[src/rtl/altdec_pkg.sv]
package altdec_pkg;

    typedef enum logic [2:0] {
        ST_NORM,
        ST_HOLD,
        ST_ALT_START,
        ST_ALT_OPC,
        ST_ALT_MOD,
        ST_ALT_SIB,
        ST_ALT_DISP
    } dec_state_t;

    localparam logic [7:0] ESC_LEAD  = 8'h0F;
    localparam logic [7:0] ESC_TAIL  = 8'h3F;
    localparam logic [7:0] WRAP_ASZ  = 8'h67;
    localparam logic [7:0] WRAP_OPC  = 8'h8D;
    localparam logic [7:0] WRAP_MOD  = 8'h84;
    localparam logic [7:0] WRAP_SIB  = 8'h00;

    function automatic logic is_alt(input dec_state_t s);
        return (s != ST_NORM) && (s != ST_HOLD);
    endfunction

endpackage

[src/rtl/altdec_escape.sv]
module altdec_escape
    import altdec_pkg::*;
(
    input  dec_state_t  state,
    input  logic [7:0]  byte_in,
    input  logic        mode_en,
    output dec_state_t  nxt,
    output logic [1:0]  pcnt,
    output logic [15:0] pdat,
    output logic        ud,
    output logic        br
);

    always_comb begin
        nxt  = ST_NORM;
        pcnt = 2'd0;
        pdat = 16'h0000;
        ud   = 1'b0;
        br   = 1'b0;
        if (state == ST_HOLD) begin
            if (byte_in == ESC_TAIL) begin
                if (mode_en) begin
                    br  = 1'b1;
                    nxt = ST_ALT_START;
                end else begin
                    ud  = 1'b1;
                end
            end else if (byte_in == ESC_LEAD) begin
                pcnt = 2'd1;
                pdat = {8'h00, ESC_LEAD};
                nxt  = ST_HOLD;
            end else begin
                pcnt = 2'd2;
                pdat = {byte_in, ESC_LEAD};
            end
        end else begin
            if (byte_in == ESC_LEAD) begin
                nxt = ST_HOLD;
            end else begin
                pcnt = 2'd1;
                pdat = {8'h00, byte_in};
            end
        end
    end

endmodule

[src/rtl/altdec_wrap_check.sv]
module altdec_wrap_check
    import altdec_pkg::*;
(
    input  dec_state_t state,
    input  logic       cs16,
    input  logic [7:0] byte_in,
    output logic       ok,
    output dec_state_t nxt
);

    always_comb begin
        ok  = 1'b0;
        nxt = ST_ALT_START;
        unique case (state)
            ST_ALT_START: begin
                if (cs16) begin
                    ok  = (byte_in == WRAP_ASZ);
                    nxt = ok ? ST_ALT_OPC : ST_ALT_START;
                end else begin
                    ok  = (byte_in == WRAP_OPC);
                    nxt = ok ? ST_ALT_MOD : ST_ALT_START;
                end
            end
            ST_ALT_OPC: begin
                ok  = (byte_in == WRAP_OPC);
                nxt = ok ? ST_ALT_MOD : ST_ALT_START;
            end
            ST_ALT_MOD: begin
                ok  = (byte_in == WRAP_MOD);
                nxt = ok ? ST_ALT_SIB : ST_ALT_START;
            end
            ST_ALT_SIB: begin
                ok  = (byte_in == WRAP_SIB);
                nxt = ok ? ST_ALT_DISP : ST_ALT_START;
            end
            ST_ALT_DISP: begin
                ok  = 1'b1;
                nxt = ST_ALT_DISP;
            end
            default: begin
                ok  = 1'b0;
                nxt = ST_ALT_START;
            end
        endcase
    end

endmodule

[src/rtl/altdec_payload.sv]
module altdec_payload #(
    parameter int PAY_BYTES = 4
) (
    input  logic                   clk,
    input  logic                   rst,
    input  logic                   load,
    input  logic [7:0]             byte_in,
    output logic                   last,
    output logic [PAY_BYTES*8-1:0] word
);

    localparam int W  = PAY_BYTES * 8;
    localparam int CW = (PAY_BYTES > 1) ? $clog2(PAY_BYTES) : 1;

    logic [W-1:0]  acc;
    logic [CW-1:0] cnt;

    assign last = load && (cnt == CW'(PAY_BYTES - 1));
    assign word = {byte_in, acc[W-1:8]};

    always_ff @(posedge clk) begin
        if (rst) begin
            acc <= '0;
            cnt <= '0;
        end else if (load) begin
            acc <= word;
            cnt <= last ? '0 : cnt + CW'(1);
        end
    end

    // after the final payload byte the collection restarts from zero
    assert_cnt_restart_R6: assert property (@(posedge clk) disable iff (rst)
        last |=> (cnt == '0));

    // count never passes the payload length
    assert_cnt_bound_R6: assert property (@(posedge clk) disable iff (rst)
        cnt <= CW'(PAY_BYTES - 1));

endmodule

[src/rtl/alt_escape_decoder.sv]
module alt_escape_decoder
    import altdec_pkg::*;
#(
    parameter logic [7:0] RET_OPCODE = 8'hA5,
    parameter int         PAY_BYTES  = 4
) (
    input  logic        clk,
    input  logic        rst,
    input  logic        mode_en,
    input  logic        cs16,
    input  logic [31:0] eax_in,
    input  logic        byte_vld,
    input  logic [7:0]  byte_in,
    output logic [1:0]  pass_cnt,
    output logic [15:0] pass_data,
    output logic        ud_fault,
    output logic        br_vld,
    output logic [31:0] br_target,
    output logic        alt_mode,
    output logic        word_vld,
    output logic [31:0] word_out,
    output logic        wrap_fault,
    output logic        ret_vld,
    output logic [23:0] ret_target
);

    localparam int W = PAY_BYTES * 8;

    dec_state_t state, state_nxt;
    dec_state_t esc_nxt, wr_nxt;
    logic [1:0]  esc_pcnt;
    logic [15:0] esc_pdat;
    logic        esc_ud, esc_br;
    logic        wr_ok;
    logic        pay_load, pay_last;
    logic [W-1:0] pay_word;
    logic        in_alt, is_ret;

    assign in_alt   = is_alt(state);
    assign pay_load = byte_vld && (state == ST_ALT_DISP);
    assign is_ret   = (pay_word[W-1 -: 8] == RET_OPCODE);
    assign alt_mode = in_alt;

    altdec_escape u_esc (
        .state   (state),
        .byte_in (byte_in),
        .mode_en (mode_en),
        .nxt     (esc_nxt),
        .pcnt    (esc_pcnt),
        .pdat    (esc_pdat),
        .ud      (esc_ud),
        .br      (esc_br)
    );

    altdec_wrap_check u_wrap (
        .state   (state),
        .cs16    (cs16),
        .byte_in (byte_in),
        .ok      (wr_ok),
        .nxt     (wr_nxt)
    );

    altdec_payload #(.PAY_BYTES(PAY_BYTES)) u_pay (
        .clk     (clk),
        .rst     (rst),
        .load    (pay_load),
        .byte_in (byte_in),
        .last    (pay_last),
        .word    (pay_word)
    );

    always_comb begin
        state_nxt = state;
        if (byte_vld) begin
            unique case (state)
                ST_NORM, ST_HOLD: state_nxt = esc_nxt;
                ST_ALT_START, ST_ALT_OPC, ST_ALT_MOD, ST_ALT_SIB:
                    state_nxt = wr_nxt;
                ST_ALT_DISP: begin
                    if (pay_last) state_nxt = is_ret ? ST_NORM : ST_ALT_START;
                    else          state_nxt = ST_ALT_DISP;
                end
                default: state_nxt = ST_NORM;
            endcase
        end
    end

    always_ff @(posedge clk) begin
        if (rst) state <= ST_NORM;
        else     state <= state_nxt;
    end

    always_ff @(posedge clk) begin
        if (rst) begin
            pass_cnt   <= 2'd0;
            pass_data  <= 16'h0000;
            ud_fault   <= 1'b0;
            br_vld     <= 1'b0;
            br_target  <= 32'h0;
            word_vld   <= 1'b0;
            word_out   <= 32'h0;
            wrap_fault <= 1'b0;
            ret_vld    <= 1'b0;
            ret_target <= 24'h0;
        end else begin
            pass_cnt   <= 2'd0;
            ud_fault   <= 1'b0;
            br_vld     <= 1'b0;
            word_vld   <= 1'b0;
            wrap_fault <= 1'b0;
            ret_vld    <= 1'b0;
            if (byte_vld) begin
                if (!in_alt) begin
                    pass_cnt <= esc_pcnt;
                    if (esc_pcnt != 2'd0) pass_data <= esc_pdat;
                    ud_fault <= esc_ud;
                    br_vld   <= esc_br;
                    if (esc_br) br_target <= eax_in;
                end else begin
                    wrap_fault <= !wr_ok;
                    if (pay_last) begin
                        word_vld <= 1'b1;
                        word_out <= pay_word[31:0];
                        if (is_ret) begin
                            ret_vld    <= 1'b1;
                            ret_target <= pay_word[23:0];
                        end
                    end
                end
            end
        end
    end

    // a fault never coincides with entering alternate mode
    assert_ud_no_mode_R4: assert property (@(posedge clk) disable iff (rst)
        ud_fault |-> !alt_mode);

    // the branch always lands in alternate mode with the sampled target
    assert_br_enters_alt_R5: assert property (@(posedge clk) disable iff (rst)
        br_vld |-> (alt_mode && br_target == $past(eax_in)));

    // a return word exits the mode and is also a valid word
    assert_ret_exit_R9: assert property (@(posedge clk) disable iff (rst)
        ret_vld |-> (!alt_mode && word_vld));

    // nothing is forwarded while the stage is in alternate mode
    assert_pass_normal_R2: assert property (@(posedge clk) disable iff (rst)
        (pass_cnt != 2'd0) |-> !$past(alt_mode));

    // fault, branch and word events are mutually exclusive
    assert_events_excl_R8: assert property (@(posedge clk) disable iff (rst)
        $onehot0({ud_fault, br_vld, wrap_fault, word_vld}));

    // an idle cycle leaves the outputs quiet and the mode unchanged
    assert_idle_quiet_R11: assert property (@(posedge clk) disable iff (rst)
        !byte_vld |=> (pass_cnt == 2'd0 && !word_vld && !wrap_fault &&
                       !br_vld && !ud_fault && $stable(alt_mode)));

endmodule

[config.mk]
export PLATFORM = sky130hd
export DESIGN_NAME = alt_escape_decoder
export DESIGN_NICKNAME = d
export VERILOG_FILES = /design/src/rtl/altdec_pkg.sv /design/src/rtl/altdec_escape.sv /design/src/rtl/altdec_wrap_check.sv /design/src/rtl/altdec_payload.sv /design/src/rtl/alt_escape_decoder.sv
export SDC_FILE = /design/constraint.sdc
export NUM_CORES = 1
export LEC_CHECK = 0
export BUFFER_PORTS_ARGS = -buffer_cell sky130_fd_sc_hd__buf_2
export CELL_PAD_IN_SITES_DETAIL_PLACEMENT = 0
export CELL_PAD_IN_SITES_GLOBAL_PLACEMENT = 1
export CORE_ASPECT_RATIO = 0.5
export CORE_UTILIZATION = 40
export DETAILED_ROUTE_END_ITERATION = 8
export GPL_TIMING_DRIVEN = 0
export PLACE_DENSITY = 0.92
export SETUP_SLACK_MARGIN = 0.1
export SLEW_MARGIN = 20
export SYNTH_ARGS = -nofsm -noshare
export SYNTH_HDL_FRONTEND = slang
export SYNTH_SLANG_ARGS = --single-unit
[constraint.sdc]
create_clock -name clk -period 6.6 [get_ports clk]
set_clock_uncertainty 0.2 [all_clocks]
set_input_delay 0.66 -clock clk [delete_from_list [all_inputs] [get_ports clk]]
set_output_delay 0.66 -clock clk [all_outputs]
set_load 0.1 [all_outputs]
==> run_results.csv, run 1 <==
group,metric,value,unit
timing,min_period,2.67,ns
synthesis,synth_seq_area_share,0.532,
cells_and_area,n_fill_cell,1222,
cells_and_area,fin_area,6800,um2
synthesis,synth_area_per_cell,8.64,um2
setup_path,crit_path_end_kind,"primary output",
clock_network,htree_levels,4,
timing,timing.slew.headroom,0.505,
setup_path,required,5.74,ns
clock_network,clock-sinks,140,
power,clkPwrFrac,0.490,
global_routing,grt_pass1_wl,23200,um
floorplanning,die_y,83.1,um
floorplanning,core_area,12700,um2
floorplanning,start_util,0.413,
global_routing,grt_usage,0.218,
floorplanning,chipWidth,164,um
global_routing,overflow,0,
detailed_routing,drtIter0Drc,321,
power,p_sw_frac,0.245,
setup_path,cp_data_arrival_time,1.81,ns
timing,fin_crit_sh,0.405,
setup_path,path_class,"reg2out",
cells_and_area,fin_nets,825,
synthesis,synth-main-ff-cell,"dfxtp_1",
power,power-per-cell-area,275,nW/um2
power,p_int,1.41,mW
floorplanning,ioPinCount,157,
synthesis,async_flop_share,0,
detailed_routing,vias_per_cell,5.09,
clock_network,clkTransAtPathRegs,0.06,ns
setup_path,r2r_start,"state[2]$_SDFFE_PP0P_",
clock_network,root_buffer,"clkbuf_16",
clock_network,post-cts-setup-buffer-count,0,
synthesis,yosysTopAreaCell,"dfxtp_1",
clock_network,cts_hold_buf,0,
placed_design,io_buffers,151,
power,finalPower,1.87,mW
setup_path,slowest_stage,"buf_2",
power,p_leak,3.00,nW
detailed_routing,drt_pass1_iterations,4,
detailed_routing,drc,0,
clock_network,ctsResizeCount,0,
detailed_routing,wire_per_inst,15.1,um
timing,slew_violations,0,
power,seq_power_share,0.455,
power,power_switching,0.458,mW
synthesis,synth_cell_type_count,50,
timing,rsz0062_at_grt,"no",
synthesis,yosys-top-cells-area,"dfxtp_1, nand2_1, a21oi_1",
timing,worstMarginPinSlew,0.736,ns
placed_design,place.gp.congestion,0.869,
placed_design,dp_hpwl,10100,um
clock_network,cts_buffers,17,
placed_design,place_area,6230,um2
synthesis,synth-edff-count,0,
synthesis,synth_area,5260,um2
timing,setup_viol,0,
timing,fin_setup_tns,0,ns
detailed_routing,routed-via-count,4889,
setup_path,max_stage_delay,0.41,ns
power,ir_drop,0.000154,V
synthesis,synthesis.nets,655,
detailed_routing,wl,14500,um
cells_and_area,final_common_cell,"nand2_1",
synthesis,synth_seq_cells,140,
clock_network,clk_latency,0.41,ns
global_routing,antenna_found_initial,0,
setup_path,startpoint_type,"flip-flop",
global_routing,grt_max_degree,17,
synthesis,yosys_warnings,0,
cells_and_area,layout_common_cells,"nand2_1, buf_2, dfxtp_1",
setup_path,cp_cell_sequence,"clkbuf_1, nor2_1, inv_1, buf_2",
global_routing,grt_pass1_vias,4575,
power,combPwrFrac,0.054,
synthesis,synthCells,609,
cells_and_area,areaGrowthSynthToFinish,29.2,%
clock_network,clock_path_buffers,2,
cells_and_area,fin_util,0.534,
timing,fmax,374,MHz
placed_design,place_ws,3.65,ns
cells_and_area,drive_gt1_frac,0.282,
setup_path,crit_path_max_fanout,10,
timing,setup_ws,3.93,ns
min_path,min_path_type,"reg2reg",
clock_network,tritoncts,"built",
setup_path,startpoint,"state[2]$_SDFFE_PP0P_",
floorplanning,rows,29,
floorplanning,dieArea,13700,um2
synthesis,synth_top_area_frac,0.532,
detailed_routing,final_antenna_net_count,0,
flow_run,drv_cap,0,
min_path,holdCritStartpoint,"word_out[6]$_SDFFE_PP0P_",
cells_and_area,diodes,0,
timing,hold_violations,0,
status,status,"complete, no violations",
==> critical path: cells and delay by family, from the launching register on <==
kind | cells | cell delay (ns)
AND/OR/NAND/NOR | 1 | 0.16
buffers and inverters | 3 | 0.83
flip-flops | 1 | 0.40
==> final cells by class <==
class,instances,area [um2],share of cell area
buffer,50,239,0.0351
clock buffer,19,453,0.0666
clock inverter,12,114,0.0167
inverter,4,15.0,0.00221
multi-input combinational,415,2210,0.325
sequential,140,2800,0.412
tap,170,213,0.0313
timing repair buffer,151,756,0.111
==> power by group through the flow <==
stage	combinational (mW)	clock (mW)	sequential, mW
2_1_floorplan	0.0346	0	0.904
3_3_place_gp	0.0999	0	0.871
3_5_place_dp	0.100	0	0.871
4_1_cts	0.100	0.928	0.852
5_1_grt	0.107	0.974	0.852
6_report	0.101	0.918	0.852
==> synthesized netlist by cell type, types with 2 or more instances <==
library cell / count
nand2_1: 171
dfxtp_1: 140
a21oi_1: 87
nor2_1: 36
clkbuf_1: 35
mux2i_1: 24
a21oi_2: 10
nand2_2: 9
nand4_1: 8
buf_2: 7
a22o_1: 6
buf_6: 5
nand3_1: 5
o21ai_0: 5
a31oi_1: 4
and3_1: 4
and4b_1: 4
inv_1: 4
nor3_1: 4
o221a_2: 4
and4_1: 3
a2111oi_0: 2
a32o_1: 2
nor4_1: 2
nor4bb_1: 2
or3_1: 2
==> registers in the layout (all words and copies together), names as in the netlist <==
name        cells
word_out       32
wrap_fault      1
ret_target     24
ud_fault        1
br_vld          1
ret_vld         1
state           3
u_pay.acc      24
br_target      32
pass_cnt        2
pass_data      16
word_vld        1
u_pay.cnt       2
==> layer usage <==
metal	up-vias	routed length, um	GRT usage
met5	-	0	0
met4	0	172	0.0732
met3	15	1050	0.0599
met2	176	6560	0.338
met1	2303	6740	0.292
li1	2395	-	-
==> through the flow <==
step | cells | hold WS (ns)
after floorplan | 609 | 0.240
after global placement | 930 | 0.235
after detailed placement | 930 | 0.242
after CTS | 961 | 0.239
after global routing | 961 | 0.236
final | 961 | 0.250
==> worst paths after layout <==
path | to | cells after the start | slack, ns
worst max register to register | ret_target[6]$_SDFFE_PP0P_ | 6 | 4.27
worst min-delay path | word_out[6]$_SDFFE_PP0P_ | 2 | 0.25
worst max-delay path | alt_mode | 4 | 3.93
worst min register to register | word_out[6]$_SDFFE_PP0P_ | 2 | 0.25
==> kinds of logic (layout without fill, tap and decap cells) <==
logic type,after synthesis,count (layout),share of synthesized area
buffers and inverters,54,236,0.0483
DFF,140,140,0.532
AOI/OAI and AO/OA,125,125,0.142
muxes,24,24,0.0456
xor gates and xnor gates,2,2,0.00333
adders and majority gates,1,1,0.00238
and+or+nand+nor,263,263,0.226
Power figures use the tool's default switching activity.
==> inputs of run 2 (changes only) <==
CORE_UTILIZATION = 37   (was 40)
PLACE_DENSITY = 0.86   (was 0.92)
clock period = 2.8 ns   (was 6.6 ns; I/O delays follow)
==> run_results.csv, run 2 (synthesis results as in run 1) <==
group,metric,value,unit
status,status,"complete, no violations",
setup_path,r2r_start,"state[1]$_SDFFE_PP0P_",
cells_and_area,instances_no_fill,1019,
cells_and_area,n_fill_cell,1302,
cells_and_area,fin_nets,860,
power,power-per-cell-area,633,nW/um2
clock_network,clock-sinks,140,
global_routing,grt_usage,0.213,
timing,rsz0062_at_grt,"no",
setup_path,path_class,"in2reg",
placed_design,io_buffers,151,
placed_design,dp.cells,952,
floorplanning,die_y,86.3,um
global_routing,grt_pass1_wl,24200,um
setup_path,crit_path_max_fanout,10,
placed_design,dp_hpwl,10300,um
timing,fin_crit_sh,0.888,
clock_network,cts_buffers,17,
timing,fin_setup_tns,0,ns
clock_network,post-cts-setup-buffer-count,0,
setup_path,startpoint_type,"input port",
placed_design,place.gp.congestion,0.858,
clock_network,clk_latency,0.42,ns
min_path,holdPathStages,3,
detailed_routing,wl,15200,um
timing,worstMarginPinSlew,0.801,ns
power,clkPwrFrac,0.499,
cells_and_area,layout_common_cells,"nand2_1, buf_2, dfxtp_1",
global_routing,grt_max_degree,17,
global_routing,overflow,0,
power,p_sw_frac,0.245,
cells_and_area,final_common_cell,"nand2_1",
flow_run,drv_cap,0,
detailed_routing,final_antenna_net_count,0,
power,ir_drop,0.000499,V
cells_and_area,seqCellArea,2800,um2
setup_path,required,2.88,ns
cells_and_area,areaGrowthSynthToFinish,37.0,%
setup_path,crit_path_end_kind,"flip-flop",
detailed_routing,vias_per_cell,4.94,
setup_path,cp_data_arrival_time,2.57,ns
clock_network,clock_path_buffers,2,
detailed_routing,wire_per_inst,14.9,um
timing,timing.slew.headroom,0.462,
detailed_routing,drt_pass1_iterations,5,
setup_path,r2r-end,"ret_target[4]$_SDFFE_PP0P_",
floorplanning,start_util,0.384,
cells_and_area,multi_input_area,2210,um2
power,p_leak,3.16,nW
power,power_switching,1.12,mW
global_routing,grt_pass1_vias,4731,
power,p_int,3.44,mW
global_routing,antenna_found_initial,0,
setup_path,rr_worst_depth,6,
detailed_routing,routed-via-count,5029,
clock_network,tritoncts,"built",
floorplanning,rows,30,
floorplanning,core_area,13700,um2
cells_and_area,largestRegisters,"br_target x32, word_out x32",
clock_network,htree_levels,4,
timing,slew_violations,0,
min_path,holdCritStartpoint,"byte_in[0]",
floorplanning,chipWidth,171,um
min_path,hold_end,"word_out[24]$_SDFFE_PP0P_",
min_path,min_path_type,"in2reg",
cells_and_area,drive_gt1_frac,0.273,
detailed_routing,drtIter0Drc,299,
timing,hold_violations,0,
cells_and_area,diodes,0,
timing,fmax,402,MHz
detailed_routing,drc,0,
timing,min_period,2.49,ns
setup_path,r2r_slack,0.53,ns
clock_network,clkTransAtPathRegs,0.06,ns
power,combPwrFrac,0.061,
floorplanning,ioPinCount,157,
clock_network,root_buffer,"clkbuf_16",
timing,setup_viol,0,
floorplanning,dieArea,14700,um2
power,seq_power_share,0.440,
-- run 2: cell types whose count changed in the layout (fill, tap and decap cells not counted) --
cell / delta
clkbuf_2: +2
inv_6: +1
clkinvlp_4: +1
inv_8: +1
clkbuf_1: -2
clkinv_4: -1
bufinv_16: +1
dlygate4sd3_1: +35
clkinv_2: -1
clkbuf_8: -1
-- run 2: area by class of cell --
| cell class | count | share of cell area |
|---|---|---|
| multi-input combinational | 415 | 0.306 |
| timing repair buffer | 186 | 0.153 |
| tap | 192 | 0.0333 |
| clock buffer | 18 | 0.0609 |
| buffer | 50 | 0.0335 |
| sequential | 140 | 0.389 |
| clock inverter | 14 | 0.0219 |
| inverter | 4 | 0.00208 |
-- run 2: through the flow --
stage	cell area [um2]	power, mW	hold WS [ns]	setup WS (ns)	util
CTS	7210	4.60	0.0762	0.142	0.526
global route	7210	4.70	0.0961	0.180	0.526
global placement	6260	2.29	0.235	0.156	0.457
finish	7210	4.56	0.0884	0.313	0.526
floorplan	5260	2.21	0.159	0.646	-
detailed placement	6260	2.29	0.241	0.156	0.457
-- run 2: worst max-delay path by stage --
stage / from / endpoint / slack [ns] / cells after the start
2_1_floorplan: byte_vld / br_target[23]$_SDFFE_PP0P_ / 0.65 / 8
3_3_place_gp: byte_in[3] / ret_target[13]$_SDFFE_PP0P_ / 0.16 / 6
3_5_place_dp: byte_in[3] / ret_target[6]$_SDFFE_PP0P_ / 0.16 / 6
4_1_cts: rst / u_pay.acc[8]$_SDFFE_PP0P_ / 0.14 / 6
5_1_grt: mode_en / br_target[28]$_SDFFE_PP0P_ / 0.18 / 7
6_report: rst / ret_target[21]$_SDFFE_PP0P_ / 0.31 / 6
-- run 2: repair_timing --
action | in CTS | in global routing
endpoints found under the setup margin | 0 | 17
gates resized for setup | 0 | 4
hold buffers | 35 | 0
hold endpoints to repair | 35 | 0
-- run 2: critical path, stage by stage --
cell	delay, ns
dlygate4sd3_1	0.52
buf_2	0.12
clkbuf_1	0.50
clkbuf_1	0.60
clkbuf_1	0.44
nor2_1	0.10
-- run 2: power by group through the flow --
stage / logic, mW / clock network, mW / registers [mW]
after floorplan: 0.0816 / 0 / 2.13
final: 0.279 / 2.28 / 2.01
after detailed placement: 0.237 / 0 / 2.05
after CTS: 0.275 / 2.31 / 2.01
after global routing: 0.294 / 2.40 / 2.01
after global placement: 0.236 / 0 / 2.05
-- run 2: metal layers --
layer | up-vias | global-route usage | wire length, um
met1 | 2374 | 0.278 | 7050
met2 | 158 | 0.341 | 7040
li1 | 2468 | - | -
met5 | - | 0 | 0
met4 | 0 | 0.0876 | 263
met3 | 29 | 0.0516 | 880
==> inputs of run 3 (changes only) <==
CORE_MARGIN = 2   (was unset)
CORE_UTILIZATION = 34   (was 37)
PLACE_DENSITY = 0.84   (was 0.86)
clock period = 2.2 ns   (was 2.8 ns; I/O delays follow)
==> run_results.csv, run 3 (synthesis results as in run 1) <==
group,metric,value,unit
power,combPwrFrac,0.063,
global_routing,grt_pass1_wl,25100,um
cells_and_area,areaGrowthSynthToFinish,41.1,%
placed_design,place_area,6270,um2
timing,timing.slew.headroom,0.546,
cells_and_area,fin_area,7430,um2
detailed_routing,wire_per_inst,15.3,um
cells_and_area,fin_util,0.487,
detailed_routing,vias_per_cell,4.86,
cells_and_area,drive_gt1_frac,0.299,
setup_path,startpoint_type,"flip-flop",
global_routing,met3_usage,0.0556,
global_routing,grt_pass1_vias,4845,
power,finalPower,5.89,mW
setup_path,path_class,"reg2reg",
power,power-per-cell-area,793,nW/um2
clock_network,clk_latency,0.42,ns
cells_and_area,fin_nets,868,
power,p_leak,3.25,nW
placed_design,dp_hpwl,10500,um
detailed_routing,drc,0,
detailed_routing,final_antenna_net_count,0,
timing,fmax,465,MHz
floorplanning,dieArea,16600,um2
setup_path,r2r_slack,0.05,ns
power,p_sw_frac,0.248,
timing,worstMarginPinSlew,0.681,ns
setup_path,r2r-end,"br_target[25]$_SDFFE_PP0P_",
timing,rsz0062_at_grt,"yes",
detailed_routing,routed-via-count,5053,
floorplanning,start_util,0.345,
clock_network,cts_buffers,17,
placed_design,place_ws,-0.334,ns
setup_path,required,2.27,ns
setup_path,endpoint,"br_target[25]$_SDFFE_PP0P_",
timing,fin_crit_sh,0.977,
cells_and_area,diodes,0,
detailed_routing,wl,15900,um
timing,slew_violations,0,
setup_path,crit_path_max_fanout,10,
power,clkPwrFrac,0.503,
clock_network,clkTransAtPathRegs,0.06,ns
placed_design,io_buffers,151,
power,seq_power_share,0.434,
power,power_switching,1.46,mW
setup_path,rr_worst_depth,7,
floorplanning,chipWidth,180,um
setup_path,cp_data_arrival_time,2.22,ns
floorplanning,die_y,92.0,um
placed_design,place.gp.congestion,0.851,
global_routing,use_met2,0.320,
global_routing,overflow,0,
power,p_int,4.43,mW
setup_path,startpoint,"state[2]$_SDFFE_PP0P_",
global_routing,grt_usage,0.192,
global_routing,grt_max_degree,17,
timing,hold_violations,0,
global_routing,antenna_found_initial,0,
clock_network,tritoncts,"built",
clock_network,htree_levels,4,
floorplanning,rows,32,
setup_path,r2r_start,"state[2]$_SDFFE_PP0P_",
cells_and_area,layout_common_cells,"nand2_1, buf_2, dfxtp_1",
cells_and_area,seqCellArea,2810,um2
global_routing,use_met1,0.235,
status,status,"complete, no violations",
cells_and_area,n_fill_cell,1492,
cells_and_area,multi_input_area,2270,um2
min_path,min_path_type,"in2reg",
cells_and_area,final_common_cell,"nand2_1",
global_routing,grt_busiest_layer,"met2",
min_path,holdCritStartpoint,"byte_in[0]",
timing,setup_ws,0.0509,ns
power,ir_drop,0.000486,V
cells_and_area,largestRegisters,"br_target x32, word_out x32",
floorplanning,ioPinCount,157,
clock_network,clock-sinks,140,
flow_run,drv_cap,0,
clock_network,root_buffer,"clkbuf_16",
floorplanning,core_area,15300,um2
detailed_routing,drt_pass1_iterations,4,
timing,setup_viol,0,
timing,min_period,2.15,ns
detailed_routing,drtIter0Drc,283,
clock_network,clock_path_buffers,2,
setup_path,crit_path_end_kind,"flip-flop",
## run 3: cell count changes in the layout (fill, tap and decap cells not counted), sizes merged
cell / before / now
buf: 165 / 169
clkbuf: 54 / 56
clkinv: 2 / 3
clkinvlp: 5 / 4
dlygate4sd3: 35 / 38
inv: 9 / 8
## run 3: worst min path at each step
stage                                      to  slack (ns)  cells after the start
floorplan                 ud_fault$_SDFF_PP0_         0.1                      1
global placement    br_target[7]$_SDFFE_PP0P_        0.24                      2
detailed placement        ud_fault$_SDFF_PP0_        0.24                      2
CTS                     state[1]$_SDFFE_PP0P_       0.009                      4
global route            state[1]$_SDFFE_PP0P_        0.01                      4
finish              pass_data[0]$_SDFFE_PP0P_        0.02                      2
## run 3: power groups by stage
stage	Clock [mW]	Sequential [mW]	Combinational [mW]
final	2.96	2.56	0.370
after global routing	3.11	2.56	0.392
after CTS	2.99	2.56	0.359
after detailed placement	0	2.61	0.301
after global placement	0	2.61	0.298
after floorplan	0	2.71	0.104
## run 3: layer usage
layer / routed length, um / vias up
met5: 0 / -
met4: 244 / 0
met1: 7110 / 2397
met3: 921 / 21
li1: - / 2486
met2: 7590 / 149
## run 3: critical path, cell delays in order (launching register included)
cell and delay, ns:
dfxtp_2 0.34, or3b_4 0.40, buf_6 0.13, or4b_4 0.52, buf_8 0.16, buf_12 0.15
nand2_2 0.07, a21oi_2 0.05
## run 3: final cells by class
cell class / count / share of cell area
Timing Repair Buffer: 194 / 0.161
Clock inverter: 13 / 0.0211
Multi-Input combinational cell: 415 / 0.306
Buffer: 50 / 0.0367
Tap cell: 204 / 0.0344
Sequential cell: 140 / 0.378
Inverter: 4 / 0.00202
Clock buffer: 19 / 0.0610
## run 3: stage by stage
step | std cells | TNS (ns) | hold WS [ns]
final | 1039 | 0 | 0.0235
after global routing | 1039 | -0.0924 | 0.0144
after CTS | 1036 | 0 | 0.00913
after detailed placement | 964 | -10.34 | 0.235
after global placement | 964 | -9.31 | 0.236
after floorplan | 609 | 0 | 0.0985
## run 3: repair_timing
item,CTS,global route
pin swaps,2,3
hold endpoints to repair,38,2
resized for setup,12,29
setup endpoints to repair,67,92
setup buffers,3,1
cloned,0,1
hold buffers,37,1
